[config.mk]
export PLATFORM = sky130hd
export DESIGN_NAME = tick_timebase
export DESIGN_NICKNAME = d
export VERILOG_FILES = /design/src/rtl/tmb_pkg.sv /design/src/rtl/tmb_prescaler.sv /design/src/rtl/tmb_counter.sv /design/src/rtl/tmb_flag.sv /design/src/rtl/tick_timebase.sv
export SDC_FILE = /design/constraint.sdc
export NUM_CORES = 1
export LEC_CHECK = 0
export ABC_AREA = 1
export ABC_CLOCK_PERIOD_IN_PS = 2350
export BUFFER_PORTS_ARGS = -buffer_cell sky130_fd_sc_hd__buf_2
export CAP_MARGIN = 20
export CORE_MARGIN = 5
export CORE_UTILIZATION = 40
export CTS_BUF_LIST = sky130_fd_sc_hd__clkbuf_16
export CTS_CLUSTER_DIAMETER = 40
export DETAILED_ROUTE_END_ITERATION = 10
export PLACE_DENSITY = 0.57
export SETUP_SLACK_MARGIN = 0.02
export SYNTH_ARGS = -nofsm -noshare
export SYNTH_HDL_FRONTEND = slang
export SYNTH_SLANG_ARGS = --single-unit
[constraint.sdc]
create_clock -name clk -period 2.35 [get_ports clk]
set_input_delay 0.3525 -clock clk [delete_from_list [all_inputs] [get_ports clk]]
set_output_delay 0.3525 -clock clk [all_outputs]
set_load 0.02 [all_outputs]
[src/rtl/tmb_pkg.sv]
package tmb_pkg;

   typedef enum logic [1:0] {
      ALN_EDGE     = 2'd0,
      ALN_CTR_DN   = 2'd1,
      ALN_CTR_UP   = 2'd2,
      ALN_CTR_BOTH = 2'd3
   } align_e;

   localparam logic [1:0] REG_CTRL = 2'd0;
   localparam logic [1:0] REG_PSC  = 2'd1;
   localparam logic [1:0] REG_ARR  = 2'd2;
   localparam logic [1:0] REG_STAT = 2'd3;

   localparam int CB_DIR = 2;
   localparam int CB_PRE = 3;
   localparam int CB_URS = 4;
   localparam int CB_IE  = 5;

endpackage

[src/rtl/tmb_prescaler.sv]
module tmb_prescaler #(
   parameter int PSC_W = 16
) (
   input  logic             clk,
   input  logic             rst_n,
   input  logic             en_i,
   input  logic             ug_i,
   input  logic             load_i,
   input  logic [PSC_W-1:0] div_i,
   output logic             tick_o
);
   logic [PSC_W-1:0] div_q;
   logic [PSC_W-1:0] cnt_q;

   assign tick_o = en_i && (cnt_q == div_q);

   always_ff @(posedge clk) begin
      if (!rst_n) begin
         cnt_q <= '0;
         div_q <= '0;
      end else begin
         if (ug_i)
            cnt_q <= '0;
         else if (en_i)
            cnt_q <= tick_o ? '0 : cnt_q + PSC_W'(1);
         if (load_i)
            div_q <= div_i;
      end
   end
endmodule

[src/rtl/tmb_counter.sv]
module tmb_counter
   import tmb_pkg::*;
#(
   parameter int CNT_W = 16
) (
   input  logic             clk,
   input  logic             rst_n,
   input  logic             tick_i,
   input  logic             ug_i,
   input  logic             clr_i,
   input  align_e           align_i,
   input  logic             down_i,
   input  logic [CNT_W-1:0] arr_act_i,
   input  logic [CNT_W-1:0] arr_wr_i,
   output logic [CNT_W-1:0] cnt_o,
   output logic             cdown_o,
   output logic             evt_o
);
   localparam logic [CNT_W-1:0] ONE = CNT_W'(1);

   logic [CNT_W-1:0] cnt_q, cnt_nx;
   logic             dn_q, dn_nx;
   logic             wrap;

   always_comb begin
      cnt_nx = cnt_q;
      dn_nx  = dn_q;
      wrap   = 1'b0;
      if (align_i == ALN_EDGE) begin
         if (!down_i) begin
            if (cnt_q >= arr_act_i) begin
               cnt_nx = '0;
               wrap   = 1'b1;
            end else begin
               cnt_nx = cnt_q + ONE;
            end
         end else begin
            if (cnt_q == '0) begin
               cnt_nx = arr_wr_i;
               wrap   = 1'b1;
            end else begin
               cnt_nx = cnt_q - ONE;
            end
         end
      end else if (!dn_q) begin
         if (cnt_q >= arr_act_i) begin
            wrap = 1'b1;
            if (arr_act_i == '0) begin
               cnt_nx = '0;
            end else begin
               cnt_nx = arr_act_i - ONE;
               dn_nx  = 1'b1;
            end
         end else begin
            cnt_nx = cnt_q + ONE;
         end
      end else begin
         if (cnt_q == '0) begin
            wrap   = 1'b1;
            dn_nx  = 1'b0;
            cnt_nx = (arr_act_i == '0) ? '0 : ONE;
         end else begin
            cnt_nx = cnt_q - ONE;
         end
      end
   end

   assign evt_o   = tick_i && !ug_i && !clr_i && wrap;
   assign cnt_o   = cnt_q;
   assign cdown_o = dn_q;

   always_ff @(posedge clk) begin
      if (!rst_n) begin
         cnt_q <= '0;
         dn_q  <= 1'b0;
      end else if (ug_i) begin
         cnt_q <= (align_i == ALN_EDGE && down_i) ? arr_wr_i : '0;
         dn_q  <= 1'b0;
      end else if (clr_i) begin
         cnt_q <= '0;
         dn_q  <= 1'b0;
      end else if (tick_i) begin
         cnt_q <= cnt_nx;
         dn_q  <= dn_nx;
      end
   end
endmodule

[src/rtl/tmb_flag.sv]
module tmb_flag (
   input  logic clk,
   input  logic rst_n,
   input  logic cnt_evt_i,
   input  logic ug_i,
   input  logic quiet_ug_i,
   input  logic clr_wr_i,
   input  logic ie_i,
   output logic upd_o,
   output logic flag_o,
   output logic irq_o
);
   logic upd_q, flag_q;

   always_ff @(posedge clk) begin
      if (!rst_n) begin
         upd_q  <= 1'b0;
         flag_q <= 1'b0;
      end else begin
         upd_q <= cnt_evt_i | ug_i;
         if (cnt_evt_i || (ug_i && !quiet_ug_i))
            flag_q <= 1'b1;
         else if (clr_wr_i)
            flag_q <= 1'b0;
      end
   end

   assign upd_o  = upd_q;
   assign flag_o = flag_q;
   assign irq_o  = flag_q & ie_i;
endmodule

[src/rtl/tick_timebase.sv]
module tick_timebase
   import tmb_pkg::*;
#(
   parameter int CNT_W       = 16,
   parameter int PSC_W       = 16,
   parameter int CFG_W       = 16,
   parameter bit HAS_PRELOAD = 1'b1
) (
   input  logic             clk,
   input  logic             rst_n,
   input  logic             cfg_we,
   input  logic [1:0]       cfg_addr,
   input  logic [CFG_W-1:0] cfg_wdata,
   input  logic             en_i,
   input  logic             ug_i,
   input  logic             clr_i,
   output logic [CNT_W-1:0] cnt_o,
   output logic             dir_o,
   output logic             cmp_win_o,
   output logic             upd_o,
   output logic             flag_o,
   output logic             irq_o
);
   localparam int CTRL_W = CB_IE + 1;

   if (CFG_W < CTRL_W) begin : g_bad_cfg
      $error("tick_timebase: CFG_W too narrow for control fields");
   end
   if (CNT_W < 2 || CNT_W > CFG_W) begin : g_bad_cnt
      $error("tick_timebase: CNT_W must be in 2..CFG_W");
   end
   if (PSC_W < 1 || PSC_W > CFG_W) begin : g_bad_psc
      $error("tick_timebase: PSC_W must be in 1..CFG_W");
   end

   align_e           mode_q;
   logic             dir_q, pre_q, urs_q, ie_q;
   logic [PSC_W-1:0] psc_q;
   logic [CNT_W-1:0] arr_q, arr_act;
   logic             wr_ctrl, wr_psc, wr_arr, clr_wr;
   logic             tick, evt, cdown;

   assign wr_ctrl = cfg_we && (cfg_addr == REG_CTRL);
   assign wr_psc  = cfg_we && (cfg_addr == REG_PSC);
   assign wr_arr  = cfg_we && (cfg_addr == REG_ARR);
   assign clr_wr  = cfg_we && (cfg_addr == REG_STAT) && !cfg_wdata[0];

   always_ff @(posedge clk) begin
      if (!rst_n) begin
         mode_q <= ALN_EDGE;
         dir_q  <= 1'b0;
         pre_q  <= 1'b0;
         urs_q  <= 1'b0;
         ie_q   <= 1'b0;
         psc_q  <= '0;
         arr_q  <= '0;
      end else begin
         if (wr_ctrl) begin
            if (!en_i) begin
               mode_q <= align_e'(cfg_wdata[1:0]);
               dir_q  <= cfg_wdata[CB_DIR];
            end
            pre_q <= cfg_wdata[CB_PRE];
            urs_q <= cfg_wdata[CB_URS];
            ie_q  <= cfg_wdata[CB_IE];
         end
         if (wr_psc) psc_q <= cfg_wdata[PSC_W-1:0];
         if (wr_arr) arr_q <= cfg_wdata[CNT_W-1:0];
      end
   end

   if (HAS_PRELOAD) begin : g_preload
      logic [CNT_W-1:0] arr_sh_q;
      always_ff @(posedge clk) begin
         if (!rst_n)
            arr_sh_q <= '0;
         else if (ug_i || evt)
            arr_sh_q <= arr_q;
      end
      assign arr_act = pre_q ? arr_sh_q : arr_q;
   end else begin : g_direct
      assign arr_act = arr_q;
   end

   tmb_prescaler #(.PSC_W(PSC_W)) u_psc (
      .clk    (clk),
      .rst_n  (rst_n),
      .en_i   (en_i),
      .ug_i   (ug_i),
      .load_i (ug_i | evt),
      .div_i  (psc_q),
      .tick_o (tick)
   );

   tmb_counter #(.CNT_W(CNT_W)) u_cnt (
      .clk       (clk),
      .rst_n     (rst_n),
      .tick_i    (tick),
      .ug_i      (ug_i),
      .clr_i     (clr_i),
      .align_i   (mode_q),
      .down_i    (dir_q),
      .arr_act_i (arr_act),
      .arr_wr_i  (arr_q),
      .cnt_o     (cnt_o),
      .cdown_o   (cdown),
      .evt_o     (evt)
   );

   tmb_flag u_flag (
      .clk        (clk),
      .rst_n      (rst_n),
      .cnt_evt_i  (evt),
      .ug_i       (ug_i),
      .quiet_ug_i (urs_q),
      .clr_wr_i   (clr_wr),
      .ie_i       (ie_q),
      .upd_o      (upd_o),
      .flag_o     (flag_o),
      .irq_o      (irq_o)
   );

   assign dir_o = (mode_q == ALN_EDGE) ? dir_q : cdown;

   always_comb begin
      case (mode_q)
         ALN_CTR_DN: cmp_win_o = cdown;
         ALN_CTR_UP: cmp_win_o = !cdown;
         default:    cmp_win_o = 1'b1;
      endcase
   end
endmodule

==> results.py <==
metrics = {
    "cells_and_area": {
        "drive_above_1_share_pct": 23.4,
        "area_growth_pct": 27.9,
        "final_cell_mix": "nand2_1, nor2_1, inv_1, buf_4, dfxtp_1",
        "finalNetCount": 1378,
        "final_area_um2": 9550,
        "final_common_cell": "nand2_1",
        "n_antenna_cell": 0,
    },
    "clocking": {
        "cts_sinks": 105,
        "clkTransAtPathRegs_ns": 0.09,
        "cts_buffers": 9,
        "htreeDepth": 3,
        "cts-root-buf": "clkbuf_16",
        "clockBufferDepth": 2,
        "cts_tree": "built",
        "clkLatencyLatePin_ns": 0.37,
    },
    "drt": {
        "detail-route-antenna-nets": 0,
        "vias_per_cell": 5.33,
        "routed-via-count": 8361,
        "wl_mm": 26.9,
        "dr.pass1.iters": 6,
        "wl_per_cell_um": 17.2,
        "drc": 0,
        "dr.first_iter.drc_count": 754,
    },
    "floorplan": {
        "start_util_pct": 40.3,
        "num_rows": 50,
        "die_area_um2": 21500,
        "die_w_um": 147,
        "core-area_um2": 18500,
        "ioPinCount": 45,
        "die_h_um": 147,
    },
    "pwr": {
        "powerDensity_nw_per_um2": 586,
        "peakVddDrop_mv": 0.432,
        "power_leakage_nw": 4.40,
    },
    "synthesis": {
        "seq_area_frac_synth_pct": 28.2,
        "netlist_area_um2": 7460,
        "synthArstFlopShare_pct": 0,
        "syn_area_per_cell_um2": 6.22,
        "synth_edf_count": 0,
        "yosys-top-cells-area": "dfxtp_1, nand2_1, a21oi_1",
        "synth_ff_type": "dfxtp_1",
        "synthCells": 1199,
        "yosys.area.top_type": "dfxtp_1",
        "synthDistinctLibCells": 40,
        "synth_fp_nets": 1248,
        "synth_top_cell_area_share_pct": 28.2,
        "yosysWarnings": 0,
        "ys_ff_latch": 105,
    },
    "global_route": {
        "grt_max_degree": 87,
        "grt_pass1_vias": 7652,
        "grt_pass1_wl_mm": 41.4,
        "groute.usage.overall_pct": 24.0,
        "grt_overflow": 0,
        "antenna_found_initial": 0,
    },
    "critical_path": {
        "slowest_stage": "dfxtp_4",
        "cp.required_ns": 2.66,
        "start_kind": "register",
        "path_cells": "buf_12 > nand2_1 > nand2_2 > inv_2 > ha_4 > nand2_1 > inv_1 > nand2_1 > nor2_1 > nor2_2 > nand2_2 > nand2_2 > nand2_4 > nand2_2 > nand3b_1 > nand3_4 > buf_12 > clkbuf_16 > nand3b_1 > nand2_1 > nor2_1",
        "reg2reg_slack_ns": -0.24,
        "worstPathArrival_ns": 2.90,
        "worstSetupPathType": "reg -> reg",
        "critical_path.max_fanout": 9,
        "critPathMaxStageDelay_ns": 0.47,
        "end_kind": "register",
    },
    "placement": {
        "dp_hpwl_mm": 20.5,
        "place_area_um2": 8580,
        "io_buffers": 44,
        "gp_congestion": 0.942,
    },
    "flow_run": {
        "max_cap_viol_count": 0,
    },
    "timing": {
        "timing.slew.headroom_pct": 57.2,
        "grt_setup_unrepaired": "true",
        "hold_viol_final": 0,
        "finClkSkew_ns": 0.0136,
        "tns_ns": -5.42,
        "layout_min_cycle_time_ns": 2.59,
        "report.final.slew_viol_count": 0,
        "period_share_pct": 110,
        "max_freq_mhz": 387,
        "worst_pin_slew_ns": 0.641,
        "setup_violations": 46,
        "timing.final.ws_setup_ns": -0.236,
    },
    "outcome": {
        "status": "finished with violations",
        "violations": "negative setup slack",
    },
    "hold_path": {
        "holdCritPathClass": "in -> reg",
    },
}
[final timing paths]
check / startpoint / endpoint / depth (start not counted)
min: en_i / u_psc.cnt_q[1] / 3
min reg2reg: psc_q[4] / psc_q[4] / 2
max: pre_q / u_psc.div_q[12] / 21
max reg2reg: pre_q / u_psc.div_q[12] / 21
[flip-flops by register name, summed over array words and instances, names as in the netlist, 2 cells and up]
| name | cells |
|---|---|
| psc_q | 16 |
| mode_q | 2 |
| u_psc.cnt_q | 16 |
| u_cnt.cnt_o | 16 |
| arr_q | 16 |
| u_psc.div_q | 16 |
| g_preload.arr_sh_q | 16 |
[final cells by class]
cell class	count	area [um2]
clock buffer	9	225
clock inverter	7	106
fill	1886	8970
inverter	132	505
multi-input combinational	906	4900
sequential	105	2110
tap	234	293
timing repair buffer	175	1410
[cell families after synthesis]
group                    count (synthesis)  synth area share, %
XOR/XNOR                                27                 3.17
buffers and inverters                  188                 10.7
adder cells (fa/ha/maj)                 25                 4.19
flip-flops                             105                 28.2
AO/OA/AOI/OAI                          239                 17.0
AND/OR/NAND/NOR                        615                 36.7
[power breakdown]
group	total (W)	internal, W	leakage, nW	switching, W
sequential	0.00194	0.00187	0.861	0.0000786
combinational	0.00194	0.000755	3.38	0.00119
clock	0.00171	0.000873	0.157	0.000832
[cells in the mapped netlist (6+ instances only)]
cell type and count:
nand2_1 298, nor2_1 134, inv_1 121, a21oi_1 113, dfxtp_1 105, nand3_1 88, o21ai_0 82, clkbuf_1 28
ha_1 25, nand3b_1 24, a31oi_1 23, xor2_1 23, nor3_1 17, nand4_1 13, buf_2 12, nor2_2 11
nand2_2 10, buf_6 8, inv_2 8, nand3_2 7, o211ai_1 7, o21ai_1 7, nor2_4 6
[worst max-delay path: cells and delay by family (launching register included)]
family | cells | cell delay, ns
buffers and inverters | 5 | 0.59
DFF | 1 | 0.47
adders and majority gates | 1 | 0.26
and+or+nand+nor | 15 | 1.20
[layer usage]
metal / vias to the layer above / wire length, um / track usage [%]
met3: 41 / 1670 / 3.41
li1: 4188 / - / -
met2: 275 / 11600 / 36.4
met1: 3857 / 13000 / 34.9
met4: 0 / 717 / 7.81
met5: - / 0 / 0
[repair_timing]
action,4_1_cts,5_1_grt
cloned,0,7
pin swaps,8,16
setup buffers,1,12
hold buffers,0,0
gates resized for setup,23,72
setup endpoints to repair,52,52
[stage by stage]
stage | setup WS (ns) | instances | util, % | hold slack, ns | total power [W]
3_3_place_gp | -0.292 | 1532 | 46.3 | 0.435 | 0.00370
2_1_floorplan | 0.0238 | 1199 | - | 0.423 | 0.00308
5_1_grt | -0.376 | 1568 | 51.5 | 0.307 | 0.00589
4_1_cts | -0.0927 | 1549 | 48.7 | 0.266 | 0.00545
6_report | -0.236 | 1568 | 51.5 | 0.281 | 0.00559
3_5_place_dp | -0.270 | 1532 | 46.3 | 0.435 | 0.00370
(Power assumes the default switching activity.)
